File: src/rtl/avsw_pkg.sv
package avsw_pkg;

    localparam int ID_W   = 8;
    localparam int DATA_W = 23;
    localparam int WORD_W = ID_W + DATA_W + 1;
    localparam int CNT_W  = $clog2(WORD_W + 1);

    typedef enum logic {
        ST_HUNT  = 1'b0,
        ST_SHIFT = 1'b1
    } rx_state_e;

    typedef enum logic [1:0] {
        EV_NONE   = 2'd0,
        EV_WORD   = 2'd1,
        EV_PARITY = 2'd2,
        EV_FRAME  = 2'd3
    } rx_event_e;

    // Bit 31 is parity, bits 30:8 data, bits 7:0 identifier.
    typedef struct packed {
        logic              par;
        logic [DATA_W-1:0] data;
        logic [ID_W-1:0]   id;
    } avsw_word_t;

    function automatic logic odd_parity_ok(input avsw_word_t w);
        return ^w;
    endfunction

endpackage

File: src/rtl/avsw_gap_det.sv
module avsw_gap_det #(
    parameter int GAP_BITS = 4
) (
    input  logic clk,
    input  logic rst,
    input  logic bit_en,
    input  logic line_active,
    output logic gap_seen
);
    localparam int GW = $clog2(GAP_BITS + 1);

    logic [GW-1:0] idle_cnt;

    // Saturating count of consecutive idle bit periods.
    always_ff @(posedge clk) begin
        if (rst) begin
            idle_cnt <= '0;
        end else if (bit_en) begin
            if (line_active) begin
                idle_cnt <= '0;
            end else if (idle_cnt != GW'(GAP_BITS)) begin
                idle_cnt <= idle_cnt + GW'(1);
            end
        end
    end

    assign gap_seen = (idle_cnt == GW'(GAP_BITS));

    AST_GAP_CLEARED_BY_BIT: assert property (@(posedge clk) disable iff (rst)
        (bit_en && line_active) |=> !gap_seen);

endmodule

File: src/rtl/avsw_shift.sv
module avsw_shift #(
    parameter int WIDTH = 32
) (
    input  logic                          clk,
    input  logic                          rst,
    input  logic                          start,
    input  logic                          shift,
    input  logic                          clear,
    input  logic                          bit_in,
    output logic [$clog2(WIDTH+1)-1:0]    bit_cnt,
    output logic [WIDTH-1:0]              word_next
);
    localparam int CW = $clog2(WIDTH + 1);

    logic [WIDTH-2:0] sreg;

    // New bits enter at the top and move down, so the first bit ends at bit 0.
    always_ff @(posedge clk) begin
        if (rst) begin
            sreg    <= '0;
            bit_cnt <= '0;
        end else if (clear) begin
            bit_cnt <= '0;
        end else if (start) begin
            sreg    <= {bit_in, {(WIDTH-2){1'b0}}};
            bit_cnt <= CW'(1);
        end else if (shift) begin
            sreg    <= {bit_in, sreg[WIDTH-2:1]};
            bit_cnt <= bit_cnt + CW'(1);
        end
    end

    assign word_next = {bit_in, sreg};

    AST_COUNT_BELOW_WIDTH: assert property (@(posedge clk) disable iff (rst)
        bit_cnt < CW'(WIDTH));

endmodule

File: src/rtl/avsw_check.sv
module avsw_check
    import avsw_pkg::*;
(
    input  logic                  clk,
    input  logic                  rst,
    input  logic                  done,
    input  logic                  abort,
    input  avsw_word_t            word_in,
    output logic                  word_valid,
    output logic                  parity_error,
    output logic                  framing_error,
    output logic [ID_W-1:0]       word_id,
    output logic [DATA_W-1:0]     word_data
);
    rx_event_e ev_q;

    always_ff @(posedge clk) begin
        if (rst) begin
            ev_q      <= EV_NONE;
            word_id   <= '0;
            word_data <= '0;
        end else begin
            ev_q <= EV_NONE;
            if (abort) begin
                ev_q <= EV_FRAME;
            end else if (done) begin
                if (odd_parity_ok(word_in)) begin
                    ev_q      <= EV_WORD;
                    word_id   <= word_in.id;
                    word_data <= word_in.data;
                end else begin
                    ev_q <= EV_PARITY;
                end
            end
        end
    end

    assign word_valid    = (ev_q == EV_WORD);
    assign parity_error  = (ev_q == EV_PARITY);
    assign framing_error = (ev_q == EV_FRAME);

    AST_FIELDS_HOLD: assert property (@(posedge clk) disable iff (rst)
        !word_valid |-> ($stable(word_id) && $stable(word_data)));
    AST_GOOD_WORD_STROBE: assert property (@(posedge clk) disable iff (rst)
        (done && !abort && odd_parity_ok(word_in)) |=> word_valid);
    AST_BAD_WORD_FLAG: assert property (@(posedge clk) disable iff (rst)
        (done && !abort && !odd_parity_ok(word_in)) |=> (parity_error && !word_valid));
    AST_STROBE_SINGLE: assert property (@(posedge clk) disable iff (rst)
        word_valid |=> !word_valid);

endmodule

File: src/rtl/avsw_rx.sv
module avsw_rx
    import avsw_pkg::*;
#(
    parameter int GAP_BITS = 4
) (
    input  logic              clk,
    input  logic              rst,
    input  logic              bit_en,
    input  logic              line_active,
    input  logic              line_bit,
    output logic              word_valid,
    output logic [ID_W-1:0]   word_id,
    output logic [DATA_W-1:0] word_data,
    output logic              parity_error,
    output logic              framing_error
);
    rx_state_e         state_q;
    logic              gap_seen;
    logic [CNT_W-1:0]  bit_cnt;
    logic [WORD_W-1:0] word_next;
    avsw_word_t        word_s;

    logic take_bit, idle_bit, in_shift;
    logic start, last, shift, abort, clear;

    assign take_bit = bit_en && line_active;
    assign idle_bit = bit_en && !line_active;
    assign in_shift = (state_q == ST_SHIFT);
    assign start    = !in_shift && take_bit && gap_seen;
    assign last     = in_shift && take_bit && (bit_cnt == CNT_W'(WORD_W - 1));
    assign shift    = in_shift && take_bit && !last;
    assign abort    = in_shift && idle_bit;
    assign clear    = last || abort;
    assign word_s   = word_next;

    always_ff @(posedge clk) begin
        if (rst) begin
            state_q <= ST_HUNT;
        end else if (start) begin
            state_q <= ST_SHIFT;
        end else if (clear) begin
            state_q <= ST_HUNT;
        end
    end

    avsw_gap_det #(.GAP_BITS(GAP_BITS)) u_gap (
        .clk         (clk),
        .rst         (rst),
        .bit_en      (bit_en),
        .line_active (line_active),
        .gap_seen    (gap_seen)
    );

    avsw_shift #(.WIDTH(WORD_W)) u_shift (
        .clk       (clk),
        .rst       (rst),
        .start     (start),
        .shift     (shift),
        .clear     (clear),
        .bit_in    (line_bit),
        .bit_cnt   (bit_cnt),
        .word_next (word_next)
    );

    avsw_check u_check (
        .clk           (clk),
        .rst           (rst),
        .done          (last),
        .abort         (abort),
        .word_in       (word_s),
        .word_valid    (word_valid),
        .parity_error  (parity_error),
        .framing_error (framing_error),
        .word_id       (word_id),
        .word_data     (word_data)
    );

    AST_NO_START_WITHOUT_GAP: assert property (@(posedge clk) disable iff (rst)
        (state_q == ST_HUNT && take_bit && !gap_seen) |=> (state_q == ST_HUNT));
    AST_ABORT_FLAGGED: assert property (@(posedge clk) disable iff (rst)
        (state_q == ST_SHIFT && idle_bit) |=> (framing_error && state_q == ST_HUNT));
    AST_ONE_EVENT: assert property (@(posedge clk) disable iff (rst)
        $onehot0({word_valid, parity_error, framing_error}));
    AST_REARM_AFTER_WORD: assert property (@(posedge clk) disable iff (rst)
        (word_valid || parity_error) |-> (state_q == ST_HUNT));
    AST_IDLE_NO_EFFECT: assert property (@(posedge clk) disable iff (rst)
        !bit_en |=> $stable(state_q));

endmodule

File: config.mk
export PLATFORM = sky130hd
export DESIGN_NAME = avsw_rx
export DESIGN_NICKNAME = d
export VERILOG_FILES = /design/src/rtl/avsw_pkg.sv /design/src/rtl/avsw_gap_det.sv /design/src/rtl/avsw_shift.sv /design/src/rtl/avsw_check.sv /design/src/rtl/avsw_rx.sv
export SDC_FILE = /design/constraint.sdc
export NUM_CORES = 1
export LEC_CHECK = 0
export ABC_AREA = 0
export BUFFER_PORTS_ARGS = -buffer_cell sky130_fd_sc_hd__buf_2
export CAP_MARGIN = 40
export CORE_ASPECT_RATIO = 1.2
export CORE_UTILIZATION = 57
export DETAILED_ROUTE_END_ITERATION = 7
export MAX_ROUTING_LAYER = met4
export PLACE_DENSITY = 0.82
export SLEW_MARGIN = 5
export SYNTH_ARGS = -nofsm -noshare
export SYNTH_HDL_FRONTEND = slang
export SYNTH_SLANG_ARGS = --single-unit
File: constraint.sdc
create_clock -name clk -period 2.4 [get_ports clk]
set_input_delay 0.12 -clock clk [delete_from_list [all_inputs] [get_ports clk]]
set_output_delay 0.12 -clock clk [all_outputs]
set_load 0.01 [all_outputs]
After elaboration in Yosys (flattened, before gate mapping)
Cells that the tools add are included.

storage, ports and cells
  logic and storage cells = 50
  memories = 0
  bits in latches = 0
  register bits = 74
  RAM bits = 0
  input bits = 5
  ROM bits = 0
  output and inout port bits = 34

cells by class
  shift-type cells = 0
  $add $sub $neg = 2
  equality and inequality tests = 6
  reductions and logical operators = 21
  divide/modulo/power cells = 0
  multiplexer cells = 11
  multiply operators = 0
  $lt $le $gt $ge = 0
  bitwise gates (word level) = 2

operators with widths
  kind                                                                    number
  31-bit 2-to-1 mux                                                       2
  32-bit parity                                                           1
  1-bit logical AND                                                       8
  6-bit by 1-bit adder with 6-bit output (second input constant)          1
  6-bit by 5-bit equality test with 1-bit output (second input constant)  1
  2-bit 2-to-1 mux                                                        3
  3-bit 2-to-1 mux                                                        2
  2-bit nonzero test                                                      3
  2-bit equality test (second input constant)                             2
  1-bit 2-to-1 mux                                                        4
  2-bit AND reduction                                                     2
  3-bit by 1-bit adder with 3-bit output (second input constant)          1
  3-bit equality test (second input constant)                             1
  1-bit logical NOT                                                       3
  3-bit != test (second input constant)                                   1
  3-bit AND reduction                                                     1
  3-bit OR reduction                                                      1
  2-bit by 1-bit equality test with 1-bit output (second input constant)  1
  1-bit inverter                                                          2
  2-bit OR reduction                                                      1
  1-bit logical OR                                                        1

Logic depth before layout (Yosys ltp)
Gate-level depths: netlist (run 1).

  depth in word-level cells = 7
  mapped depth = 10

Modules after synthesis
From an unflattened synthesis (run 1), not the netlist that was laid out.

second synthesis, totals
  cells, all modules = 381
  area total of the unflattened synthesis = 3529.6 um^2

modules (own cells, without submodules)
  module        area an instance (um^2)  seq. area each (um^2)  times used  cells an instance
  avsw_check    1754.2                   660.6                  1           176
  avsw_shift    1482.7                   740.7                  1           168
  avsw_gap_det  173.9                    60.1                   1           21
  avsw_rx       118.9                    20.0                   1           16

Worst setup path before layout (run 1)
Ideal clock, no wire load.

  kind = flip-flop to flip-flop
  from = register u_shift.bit_cnt[0]
  to = register u_shift.sreg[10]
  period minus slack after synthesis = 2.024 ns
  data required time = 2.272 ns
  arrival time = 1.896 ns
  stages on the path, launching flop included = 10
  buffers on the path = 3
  slack = 0.376 ns
  cells stage by stage = dfxtp_1 ha_1 nand3_1 or3b_2 clkbuf_1 nor2b_1 clkbuf_1 clkbuf_1 a22oi_1 nor2_1

between the ends
  cells in the longest elaborated chain, start to end = 6

RTL lines
  element                                             RTL line          source
  from (decl)                                         avsw_shift.sv:10  output logic [$clog2(WIDTH+1)-1:0] bit_cnt,
  from (signal assigned)                              avsw_shift.sv:29  bit_cnt <= bit_cnt + CW'(1);
  6-bit by 5-bit equality test with 1-bit output (*)  avsw_rx.sv:30     assign last = in_shift && take_bit && (bit_cnt == CNT_W'(WORD_W - 1));
  1-bit logical AND (*)                               avsw_rx.sv:30
  1-bit logical NOT                                   avsw_rx.sv:31     assign shift = in_shift && take_bit && !last;
  1-bit logical AND                                   avsw_rx.sv:31
  2-bit nonzero test (no line)                        -
  2-bit AND reduction (no line) (*)                   -
  to (signal assigned)                                avsw_shift.sv:25  sreg <= {bit_in, {(WIDTH-2){1'b0}}};
  to (signal assigned)                                avsw_shift.sv:28  sreg <= {bit_in, sreg[WIDTH-2:1]};
  to (decl)                                           avsw_shift.sv:15  logic [WIDTH-2:0] sreg;

Every way passes the cells marked *; elsewhere a longest branch is shown, timed or not.
A chain may end at the register's enable or synchronous reset.

Final worst setup path (run 1)
  from = register u_shift.bit_cnt[0]
  to = register u_shift.bit_cnt[4]

between the ends
  cells in the longest elaborated chain, start to end = 4

RTL lines
  element
  parallel branches: the longest is 4 deep, another holds 6-bit by 1-bit adder with 6-bit output

Parallel ways; which one is timed is not known.

==> results.toml, run 1 <==
[critical_path]
startpoint_type = "flip-flop"
cp_slowest_cell = "or3b_2"
cpLargestDelayFamily = "simple AND/OR/NAND/NOR gates"
path_cells = "ha_1, nand3_1, or3b_2, nor2b_2, buf_4, nor2b_1, xnor2_1, nor2_1"
endpoint_kind = "flip-flop"
cp.required_ns = 2.64
crit_arrival_ns = 2.34
slowest_delay_ns = 0.52
critPathBufInv = 1
path_max_fanout = 33
critPathKind = "reg -> reg"

[clock_network]
cts.path.max_buffers = 2
cts_tree = "built"
clk_pin_slew_ns = 0.07
cts_buffers = 9
clockRootBuffer = "clkbuf_8"
clk_latency_ns = 0.35
htreeDepth = 3
holdBufCountCts = 0
cts_sinks = 74
cts_resized = 0
post-cts-setup-buffers = 0

[yosys]
synthSimpleGateAreaFrac = 0.203
synth.distinct_cells = 33
syn-cell-area_um2 = 3300
synth_edf_count = 0
syn-instance-count = 343
synth_top_cell_by_area = "dfxtp_1"
synth-seq-cells = 74
muxShareOfSynthArea = 0.103
yosysSeqAreaShare = 0.450
ys.flop_type = "dfxtp_1"
synth.top_cell.area_share = 0.450
syn-num-nets = 351
ys_warn_count = 0
ys_top_cells_by_area = "dfxtp_1 (45%), nand2b_1 (12%), mux2i_1 (10%)"
synthXorXnorAreaFrac = 0.0877
synthAdderAreaFrac = 0.0114
synth_compound_area_frac = 0.105
ys_async_sr_fraction = 0
postSynthAreaPerCell_um2 = 9.61
synth_top_family_by_area = "simple AND/OR/NAND/NOR gates"

[timing]
fin_ws_ns = 0.298
worst_slew_pin_slew_ns = 0.567
period_needed_ns = 2.10
min_period_over_period = 0.876
rsz0062_at_grt = "false"
finalSetupViolations = 0
tns_ns = 0
maxSlewViolCount = 0
fmax_ghz = 0.476
timing.slew.headroom = 0.622
hold_viol_final = 0
fin_worst_skew_ns = 0.00724

[power_and_ir_drop]
p_switching_mw = 0.485
combPwrFrac = 0.026
pwr-share-seq = 0.515
clockPowerShare = 0.458
power_density_nw_per_um2 = 638
internal_power_mw = 1.90
swShare = 0.204
max-vdd-ir-drop_mv = 0.354
total_leakage_power_nw = 1.39

[die]
chipWidth_um = 71.4
core-area_um2 = 5440
initial_core_util = 0.606
die_area_um2 = 6090
io_pins = 39
die_height_um = 85.3
rows = 29

[global_routing]
grt_pass1_wl_um = 9890
grt-ovfl-total = 0
grt.total_usage = 0.216
antenna_found_initial = 0
grt_pass1_vias = 2157
grt_max_degree = 62

[layout]
final_common_cell = "dfxtp_1"
antenna_cells = 0
final_cell_mix = "dfxtp_1 (74), nand2b_1 (62), nor2_1 (39)"
nets = 380
final_core_util = 0.687
layout-drive-gt1-share = 0.167
area_delta_synth_final_pct = 13.4

[detailed_routing]
routed_wl_um = 5670
ant_nets = 0
wire_per_inst_um = 12.9
dr_total_vias = 2379
drtIter0Drc = 181
dr.pass1.iters = 5
vias_per_cell = 5.42
route.detailed.drc = 0

[placed_design]
port_buffers = 38
place_ws_ns = 0.299
dp_hpwl_um = 3540
place.gp.congestion = 0.820

[hold_path]
hold_path_class = "in -> reg"

[run]
max_cap_viol_count = 0

[status]
status = "complete, no violations"
==> worst register-to-register path, cell delays in order, from the launching register on <==
cell and delay, ns:
dfxtp_1 0.38, ha_1 0.21, nand3_1 0.10, or3b_2 0.53, nor2b_2 0.19, buf_4 0.24, nor2b_1 0.18, xnor2_1 0.12
nor2_1 0.05
==> cells in the mapped netlist (all sizes together) (2+ instances only) <==
master and number:
and2 2, nand2b 62, inv 3, nor2 39, a21oi 4, a22oi 31, ha 3, buf 6
xnor2 28, o21ai 4, dfxtp 74, nand3 3, clkbuf 19, a311oi 2, nor2b 4, mux2i 34
xor2 5, nand2 6
==> state kept, by name, indices dropped and copies added, names as in the netlist <==
signal	cells
u_shift.sreg	31
u_check.word_data	23
u_check.word_id	8
u_check.ev_q	2
u_gap.idle_cnt	3
in_shift	1
u_shift.bit_cnt	6
==> worst paths after layout <==
| kind | from | end | slack [ns] | cells after the start |
|---|---|---|---|---|
| worst max register to register | u_shift.bit_cnt[0]$_SDFFE_PP0P_ | u_shift.bit_cnt[4]$_SDFFE_PP0P_ | 0.30 | 8 |
| worst min register to register | u_check.word_data[10]$_SDFFE_PP0P_ | u_check.word_data[10]$_SDFFE_PP0P_ | 0.47 | 2 |
| worst max-delay path | u_shift.bit_cnt[0]$_SDFFE_PP0P_ | u_shift.bit_cnt[4]$_SDFFE_PP0P_ | 0.30 | 8 |
| worst min-delay path | line_bit | u_shift.sreg[30]$_SDFFE_PP0P_ | 0.05 | 3 |
==> logic make-up (layout without fill, tap and decap cells) <==
| kind of cell | Yosys count | after routing |
|---|---|---|
| AOI/OAI and AO/OA | 48 | 48 |
| xor gates and xnor gates | 33 | 33 |
| adders and majority gates | 3 | 3 |
| buffers and inverters | 28 | 62 |
| DFF | 74 | 74 |
| muxes | 34 | 34 |
| and+or+nand+nor | 123 | 123 |
==> power by group through the flow <==
stage | Clock (mW) | Combinational (mW) | Sequential (mW)
after floorplan | 0 | 0.0501 | 1.26
after global placement | 0 | 0.0625 | 1.26
after detailed placement | 0 | 0.0630 | 1.26
after CTS | 1.11 | 0.0633 | 1.23
after global routing | 1.18 | 0.0683 | 1.23
final | 1.09 | 0.0626 | 1.23
==> layout make-up <==
| type | instances | area (um2) |
|---|---|---|
| Tap cell | 62 | 77.6 |
| Multi-Input combinational cell | 241 | 1690 |
| Fill cell | 440 | 1710 |
| Clock buffer | 12 | 155 |
| Clock inverter | 4 | 73.8 |
| Inverter | 3 | 11.3 |
| Timing Repair Buffer | 43 | 253 |
| Sequential cell | 74 | 1480 |
==> routing by layer <==
| metal | track usage | share of wire | routed length, um | vias to the layer above |
|---|---|---|---|---|
| li1 | - | - | - | 1215 |
| met1 | 0.264 | 0.46 | 2600 | 1102 |
| met2 | 0.329 | 0.47 | 2680 | 55 |
| met3 | 0.0677 | 0.055 | 309 | 7 |
| met4 | 0.0927 | 0.014 | 80 | 0 |
| met5 | - | 0 | 0 | - |
==> per-stage QoR <==
stage / instances / power (mW) / hold WS, ns / instance area [um2]
final: 439 / 2.38 / 0.0525 / 3740
after global routing: 439 / 2.47 / 0.0790 / 3740
after CTS: 439 / 2.41 / 0.0415 / 3740
after detailed placement: 423 / 1.32 / 0.410 / 3510
after global placement: 423 / 1.32 / 0.395 / 3510
after floorplan: 343 / 1.31 / 0.264 / 3300
Power figures use the tool's default switching activity.
==> inputs of run 2 (changes only) <==
- CORE_UTILIZATION: 57 -> 62
- PLACE_DENSITY: 0.82 -> 0.88
- clock period: 2.4 -> 2.6 ns (I/O delays scaled with it)
==> results.toml, run 2 (synthesis gave the netlist of run 1 again) <==
[clock_network]
clk_pin_slew_ns = 0.07
cts_buffers = 9
post-cts-setup-buffers = 0
cts_tree = "built"
htreeDepth = 3
clockRootBuffer = "clkbuf_8"
holdBufCountCts = 0
cts.path.max_buffers = 2
cts_sinks = 74
clk_latency_ns = 0.34
cts_resized = 0

[detailed_routing]
route.detailed.drc = 0
dr.pass1.iters = 5
drtIter0Drc = 169
ant_nets = 0
wire_per_inst_um = 13.8
vias_per_cell = 5.52
dr_total_vias = 2422
routed_wl_um = 6060

[critical_path]
reg2regPathDepth = 9
critPathKind = "reg -> reg"
crit_start = "u_shift.bit_cnt[0]$_SDFFE_PP0P_"
crit_arrival_ns = 2.41
path_max_fanout = 15
r2r_setup_slack_ns = 0.41
r2r-start = "u_shift.bit_cnt[0]$_SDFFE_PP0P_"
endpoint_kind = "flip-flop"
reg2reg_to = "u_shift.sreg[30]$_SDFFE_PP0P_"
startpoint_type = "flip-flop"
cp.required_ns = 2.82

[power_and_ir_drop]
pwr-share-seq = 0.526
max-vdd-ir-drop_mv = 0.402
p_switching_mw = 0.440
clockPowerShare = 0.448
combPwrFrac = 0.027
total_leakage_power_nw = 1.39
swShare = 0.204
internal_power_mw = 1.72
power_density_nw_per_um2 = 580

[timing]
hold_viol_final = 0
timing.slew.headroom = 0.725
worst_slew_pin_slew_ns = 0.412
finalSetupViolations = 0
fin_worst_skew_ns = 0.00810
tns_ns = 0
rsz0062_at_grt = "false"
maxSlewViolCount = 0
min_period_over_period = 0.841
period_needed_ns = 2.19
fmax_ghz = 0.457

[layout]
top_register = "u_shift.sreg"
filler_cell_count = 365
top_regs = "u_shift.sreg (31), u_check.word_data (23), u_check.word_id (8)"
antenna_cells = 0
final_core_util = 0.743
area_delta_synth_final_pct = 12.9
largest_reg_flops = 31
final_common_cell = "dfxtp_1"
nets = 383
layout-drive-gt1-share = 0.174
final_cell_mix = "dfxtp_1 (74), nand2b_1 (62), nor2_1 (39)"

[placed_design]
port_buffers = 38
dp_hpwl_um = 4040
place.gp.congestion = 0.833

[die]
chipWidth_um = 68.6
core-area_um2 = 5010
die_area_um2 = 5610
die_height_um = 81.9
io_pins = 39
rows = 28
initial_core_util = 0.658

[global_routing]
grt.total_usage = 0.239
grt-ovfl-total = 0
grt_max_degree = 46
antenna_found_initial = 0
grt_pass1_wl_um = 9680
grt_pass1_vias = 2181

[hold_path]
whs_endpoint = "u_shift.sreg[30]$_SDFFE_PP0P_"
hold_start = "line_bit"
holdPathStages = 3
hold_path_class = "in -> reg"

[run]
max_cap_viol_count = 0

[status]
status = "complete, no violations"
==> run 2: critical path: stages, from the launching register on <==
cell and delay, ns:
dfxtp_1 0.38, ha_1 0.22, nand3_1 0.10, or3b_2 0.53, nand2_1 0.09, o21ai_0 0.07, nand3_1 0.15, buf_4 0.23
mux2i_1 0.22, nor2_1 0.05
==> run 2: cell type report <==
class	count	area, um2	area share
tap	60	75.1	0.0202
inverter	3	11.3	0.00303
timing repair buffer	46	250	0.0673
multi-input combinational	241	1690	0.453
clock buffer	10	138	0.0370
sequential	74	1480	0.398
clock inverter	5	78.8	0.0212
==> run 2: how the worst max path moves through the flow <==
stage | end | slack [ns] | depth (start not counted)
2_1_floorplan | u_shift.sreg[10]$_SDFFE_PP0P_ | 0.58 | 9
3_3_place_gp | u_shift.sreg[30]$_SDFFE_PP0P_ | 0.53 | 9
3_5_place_dp | u_shift.sreg[30]$_SDFFE_PP0P_ | 0.43 | 9
4_1_cts | u_shift.sreg[30]$_SDFFE_PP0P_ | 0.41 | 9
5_1_grt | u_shift.sreg[30]$_SDFFE_PP0P_ | 0.23 | 9
6_report | u_shift.sreg[30]$_SDFFE_PP0P_ | 0.41 | 9
==> run 2: stage by stage <==
step                hold slack, ns  instance area, um2  total power [mW]  setup slack [ns]  cells
detailed placement           0.432                3500              1.22             0.425    424
global route                 0.100                3720              2.23             0.228    439
global placement             0.413                3500              1.22             0.534    424
finish                      0.0754                3720              2.16             0.412    439
floorplan                    0.274                3300              1.21             0.576    343
CTS                         0.0691                3720              2.18             0.413    439
==> run 2: power by group through the flow <==
stage	Combinational, mW	Clock, mW	Sequential, mW
5_1_grt	0.0624	1.04	1.13
3_5_place_dp	0.0568	0	1.16
3_3_place_gp	0.0555	0	1.16
2_1_floorplan	0.0462	0	1.16
6_report	0.0576	0.966	1.13
4_1_cts	0.0572	0.985	1.13
==> run 2: layer usage <==
layer,vias to the layer above,track usage,wire length (um)
li1,1223,-,-
met1,1124,0.269,2660
met2,64,0.390,3010
met3,11,0.0639,256
met4,0,0.108,131
met5,-,-,0
